## src/rtl/segkey_pkg.sv

```systemverilog
package segkey_pkg;

    typedef enum logic [1:0] {
        ACC_READ  = 2'b00,
        ACC_WRITE = 2'b01,
        ACC_EXEC  = 2'b10,
        ACC_RSVD  = 2'b11
    } acc_e;

    typedef struct packed {
        logic rd;
        logic wr;
        logic ex;
    } rights_t;

    typedef enum logic {
        ST_IDLE = 1'b0,
        ST_EMIT = 1'b1
    } emit_state_e;

endpackage

```

## src/rtl/segkey_decode.sv

```systemverilog
module segkey_decode #(
    parameter int SEG_W  = 32,
    parameter int VSID_W = 24
) (
    input  logic [SEG_W-1:0]  seg,
    input  logic              user_mode,
    output logic              ds,
    output logic              nx,
    output logic              key,
    output logic [VSID_W-1:0] vsid
);
    localparam int T_POS  = SEG_W - 1;
    localparam int KS_POS = SEG_W - 2;
    localparam int KP_POS = SEG_W - 3;
    localparam int NX_POS = SEG_W - 4;

    logic unused_mid;

    always_comb begin
        ds   = seg[T_POS];
        nx   = seg[NX_POS];
        // privilege picks which key bit applies
        key  = user_mode ? seg[KP_POS] : seg[KS_POS];
        vsid = seg[VSID_W-1:0];
        unused_mid = ^seg[NX_POS-1:VSID_W];
    end
endmodule

```

## src/rtl/segkey_rights.sv

```systemverilog
module segkey_rights
    import segkey_pkg::*;
#(
    parameter int PP_W = 2
) (
    input  logic            key,
    input  logic [PP_W-1:0] pp,
    input  logic            nx,
    input  logic            ds,
    output rights_t         rights
);
    logic rd_ok, wr_ok;

    always_comb begin
        rd_ok = 1'b0;
        wr_ok = 1'b0;
        if (key) begin
            unique case (pp)
                2'b00:   begin rd_ok = 1'b0; wr_ok = 1'b0; end
                2'b10:   begin rd_ok = 1'b1; wr_ok = 1'b1; end
                default: begin rd_ok = 1'b1; wr_ok = 1'b0; end
            endcase
        end else begin
            unique case (pp)
                2'b11:   begin rd_ok = 1'b1; wr_ok = 1'b0; end
                default: begin rd_ok = 1'b1; wr_ok = 1'b1; end
            endcase
        end
        rights.rd = rd_ok & ~ds;
        rights.wr = wr_ok & ~ds;
        rights.ex = ~nx & ~ds;
    end

    // no table row grants write without read
    always_comb begin
        p_table_wr_rd_r4: assert (!(wr_ok && !rd_ok));
    end
endmodule

```

## src/rtl/segkey_fault.sv

```systemverilog
module segkey_fault
    import segkey_pkg::*;
(
    input  rights_t rights,
    input  acc_e    acc,
    output logic    fault
);
    always_comb begin
        unique case (acc)
            ACC_READ:  fault = ~rights.rd;
            ACC_WRITE: fault = ~rights.wr;
            ACC_EXEC:  fault = ~rights.ex;
            ACC_RSVD:  fault = 1'b1;
        endcase
    end
endmodule

```

## src/rtl/segkey_eval.sv

```systemverilog
module segkey_eval
    import segkey_pkg::*;
#(
    parameter int SEG_W  = 32,
    parameter int VSID_W = 24,
    parameter int PP_W   = 2
) (
    input  logic              clk,
    input  logic              rst_n,
    input  logic              in_valid,
    input  logic [SEG_W-1:0]  seg_reg,
    input  logic              user_mode,
    input  logic [PP_W-1:0]   pp,
    input  logic [1:0]        access,
    output logic              out_valid,
    output logic              perm_r,
    output logic              perm_w,
    output logic              perm_x,
    output logic              fault,
    output logic              direct_store,
    output logic [VSID_W-1:0] vsid
);
    localparam int NX_POS = SEG_W - 4;
    localparam int T_POS  = SEG_W - 1;

    logic              ds_c, nx_c, key_c, fault_c;
    logic [VSID_W-1:0] vsid_c;
    rights_t           rights_c;
    emit_state_e       state_q, state_d;

    segkey_decode #(.SEG_W(SEG_W), .VSID_W(VSID_W)) u_decode (
        .seg(seg_reg), .user_mode(user_mode),
        .ds(ds_c), .nx(nx_c), .key(key_c), .vsid(vsid_c)
    );

    segkey_rights #(.PP_W(PP_W)) u_rights (
        .key(key_c), .pp(pp), .nx(nx_c), .ds(ds_c), .rights(rights_c)
    );

    segkey_fault u_fault (
        .rights(rights_c), .acc(acc_e'(access)), .fault(fault_c)
    );

    // state register
    always_ff @(posedge clk) begin
        if (!rst_n) state_q <= ST_IDLE;
        else        state_q <= state_d;
    end

    always_comb begin
        state_d = state_q;
        unique case (state_q)
            ST_IDLE: if (in_valid)  state_d = ST_EMIT;
            ST_EMIT: if (!in_valid) state_d = ST_IDLE;
        endcase
    end

    // output registers
    always_ff @(posedge clk) begin
        if (!rst_n) begin
            perm_r       <= 1'b0;
            perm_w       <= 1'b0;
            perm_x       <= 1'b0;
            fault        <= 1'b0;
            direct_store <= 1'b0;
            vsid         <= '0;
        end else if (in_valid) begin
            perm_r       <= rights_c.rd;
            perm_w       <= rights_c.wr;
            perm_x       <= rights_c.ex;
            fault        <= fault_c;
            direct_store <= ds_c;
            vsid         <= vsid_c;
        end
    end

    assign out_valid = (state_q == ST_EMIT);

    p_valid_rise_r8: assert property (@(posedge clk) disable iff (!rst_n)
        in_valid |=> out_valid);
    p_valid_fall_r8: assert property (@(posedge clk) disable iff (!rst_n)
        !in_valid |=> !out_valid);
    p_hold_r9: assert property (@(posedge clk) disable iff (!rst_n)
        !in_valid |=> ($stable(perm_r) && $stable(perm_w) && $stable(perm_x)
                       && $stable(fault) && $stable(vsid) && $stable(direct_store)));
    p_ds_noperm_r6: assert property (@(posedge clk) disable iff (!rst_n)
        (in_valid && seg_reg[T_POS]) |=> (direct_store && fault && !perm_r && !perm_w && !perm_x));
    p_nx_deny_r5: assert property (@(posedge clk) disable iff (!rst_n)
        (in_valid && seg_reg[NX_POS]) |=> !perm_x);
    p_rsvd_fault_r7: assert property (@(posedge clk) disable iff (!rst_n)
        (in_valid && access == 2'b11) |=> fault);
endmodule

```

## config.mk

```make
export PLATFORM = sky130hd
export DESIGN_NAME = segkey_eval
export DESIGN_NICKNAME = d
export VERILOG_FILES = /design/src/rtl/segkey_pkg.sv /design/src/rtl/segkey_decode.sv /design/src/rtl/segkey_rights.sv /design/src/rtl/segkey_fault.sv /design/src/rtl/segkey_eval.sv
export SDC_FILE = /design/constraint.sdc
export NUM_CORES = 1
export LEC_CHECK = 0
export BUFFER_PORTS_ARGS = -buffer_cell sky130_fd_sc_hd__buf_2
export CAP_MARGIN = 20
export CORE_UTILIZATION = 42
export DETAILED_ROUTE_END_ITERATION = 8
export GPL_TIMING_DRIVEN = 0
export HOLD_SLACK_MARGIN = 0.08
export PLACE_DENSITY_LB_ADDON = 0.05
export SETUP_SLACK_MARGIN = 0.15
export SLEW_MARGIN = 40
export SYNTH_ARGS = -nofsm -noshare
export SYNTH_HDL_FRONTEND = slang
export SYNTH_SLANG_ARGS = --single-unit
```

## constraint.sdc

```tcl
create_clock -name clk -period 1.45 [get_ports clk]
set_clock_uncertainty 0.2 [all_clocks]
set_input_delay 0.2175 -clock clk [delete_from_list [all_inputs] [get_ports clk]]
set_output_delay 0.2175 -clock clk [all_outputs]
set_load 0.02 [all_outputs]
```

==> flow_summary.toml <==
[floorplanning]
die_width_um = 55.3
die_h_um = 55.3
start_util_pct = 46.1
die-area_sq_um = 3060
core_sq_um = 2590
rows = 18
ios = 70

[cells_and_area]
fill_cells = 193
layout_commonest_cell = "buf_2"
stdcell_area_sq_um = 1960
seqCellArea_sq_um = 601
n_antenna_cell = 0
layout-drive-gt1-share_pct = 35.5
fin_nets = 250
layout_common_cells = "buf_2 (57), dlygate4sd3_1 (33), dfxtp_1 (30)"
multi_input_comb_area_sq_um = 548
area_growth_syn_to_layout_pct = 63.7

[setup_path]
rr_endpoint = "fault"
reg2reg_depth = 2
cpLargestDelayFamily = "flip-flops"
path_buf_inv = 1
cp-end-kind = "output pin"
rr_startpoint = "fault"
cp-start-kind = "flop"
slowest_stage = "dfxtp_1"
max_stage_delay_ns = 0.35
crit_type = "reg -> out"
crit_fanout = 2
crit_arrival_ns = 0.84
r2r_slack_ns = 0.55
worstPathCellList = "buf_2"
worstPathRequired_ns = 1.03

[hold_path]
whs_endpoint = "perm_r"
worstHoldPathType = "in -> reg"
hold_path_depth = 3
hold_start = "pp[0]"

[sta]
fin_setup_tns_ns = 0
rsz0062_at_grt = "false"
worst_pin_slew_ns = 0.307
post-route-period-util_pct = 86.8
max_freq_mhz = 795
timing.hold.ws_ns = 0.0964
drv_slew = 0
final_hold_viol_count = 0
slew-limit-headroom_pct = 79.3
setup_viol = 0
period_needed_ns = 1.26
worst_slack_ns = 0.192

[grt]
grt_max_degree = 11
grt_pass1_wl_mm = 4.90
antenna_found_initial = 0
grt.overflow.total = 0
grt_pass1_vias = 1194
gr-usage-all-layers_pct = 19.9

[logic_synthesis]
synth_seq_cells = 30
yosys-top-cells-area = "dfxtp_1 (50%), mux2i_1 (22%), nor2b_1 (13%)"
synth_largest_area_cell = "dfxtp_1"
syn_avg_cell_area_sq_um = 11.2
yosysSeqAreaShare_pct = 50.3
yosysUniqueCellTypes = 20
synthCells = 107
synth_top_area_share_pct = 50.3
synth_area_sq_um = 1190
synth_nets = 147
yosys_warnings = 0

[clocking]
clock_latency_ns = 0.32
root_buffer = "clkbuf_4"
h-tree-depth = 2
clk_pin_slew_ns = 0.09
numCtsBuffers = 5
tritoncts = "done"
cts_setup_buffers = 0
numClockSinks = 30
cts_buffer_depth = 2

[drt]
vias_per_cell = 4.59
routed_wl_mm = 2.85
drt-initial-drc-count = 8
drcViolationCount = 0
drt_first_pass_iters = 4
postRouteAntennaNets = 0
vias = 1106
wire_per_inst_um = 11.8

[placed_design]
port_buffers = 63
gp_congestion = 0.748
hpwl_mm = 1.73
post_dp_cell_area_sq_um = 1550
pre_cts_ws_ns = 0.124

[pwr]
leakagePower_nw = 0.965
total_power_mw = 1.78
power.density_nw_per_um2 = 910
vdd_ir_drop_max_uv = 757

[outcome]
status = "finished clean"

[job]
drv_cap = 0
==> per-stage QoR <==
step | utilization [%] | cells
2_1_floorplan | - | 107
3_3_place_gp | 59.8 | 200
3_5_place_dp | 59.8 | 200
4_1_cts | 74.8 | 241
5_1_grt | 75.5 | 241
6_report | 75.5 | 241
==> area by class of cell <==
cell class                 count  share of cell area [%]
timing repair buffer          96                    33.9
sequential                    30                    30.7
multi-input combinational     68                    28.0
clock buffer                   7                    2.82
buffer                         7                    1.98
tap                           30                    1.92
inverter                       2                   0.384
clock inverter                 1                   0.256
==> Yosys cell counts <==
cell type,count
a211o_1,1
a21boi_1,2
a21oi_1,1
and2_1,2
buf_2,1
buf_4,3
clkbuf_1,3
dfxtp_1,30
inv_1,2
mux2i_1,26
nand2b_1,3
nand2b_4,1
nor2b_1,25
nor3b_1,1
nor4_1,1
nor4bb_1,1
o21a_1,1
o221a_1,1
o22ai_1,1
o311ai_0,1
==> sequential cells by signal, indices dropped and copies added (netlist names) <==
| register | count |
|---|---|
| fault | 1 |
| perm_x | 1 |
| vsid | 24 |
| perm_w | 1 |
| perm_r | 1 |
| out_valid | 1 |
| direct_store | 1 |
==> report_power, final <==
part	leakage [nW]	internal (mW)	switching [mW]
clock	0.0353	0.235	0.277
sequential	0.248	0.872	0.0237
combinational	0.682	0.201	0.170
total	0.965	1.31	0.470
==> routing by layer <==
metal / vias up / GRT usage [%] / part of all wire, %
met5: - / 0 / 0
met2: 41 / 36.3 / 50
li1: 566 / - / -
met4: 0 / 7.86 / 1.3
met1: 494 / 21.8 / 44
met3: 5 / 4.92 / 4.4
==> worst max path at each step <==
stage / from / to / slack (ns) / cells past startpoint
2_1_floorplan: in_valid / fault / 0.25 / 4
3_3_place_gp: seg_reg[31] / fault / 0.13 / 4
3_5_place_dp: seg_reg[31] / fault / 0.12 / 4
4_1_cts: vsid[12] / vsid[12] / 0.18 / 1
5_1_grt: vsid[19] / vsid[19] / 0.15 / 1
6_report: vsid[22] / vsid[22] / 0.19 / 1
==> timing repair <==
| action | in CTS | in global routing |
|---|---|---|
| resized for setup | 0 | 7 |
| hold buffers | 33 | 0 |
| setup endpoints to repair | 0 | 7 |
| endpoints found under the hold margin | 29 | 0 |
==> cell families (layout without fill, tap and decap cells) <==
group | Yosys count | count (layout) | synth area share [%]
flip-flops | 30 | 30 | 50.3
AND/OR/NAND/NOR | 34 | 34 | 18.8
multiplexers | 26 | 26 | 21.8
AO/OA/AOI/OAI | 8 | 8 | 5.24
buffers and inverters | 9 | 113 | 3.87
No activity file was read; power rests on OpenSTA's default activity.
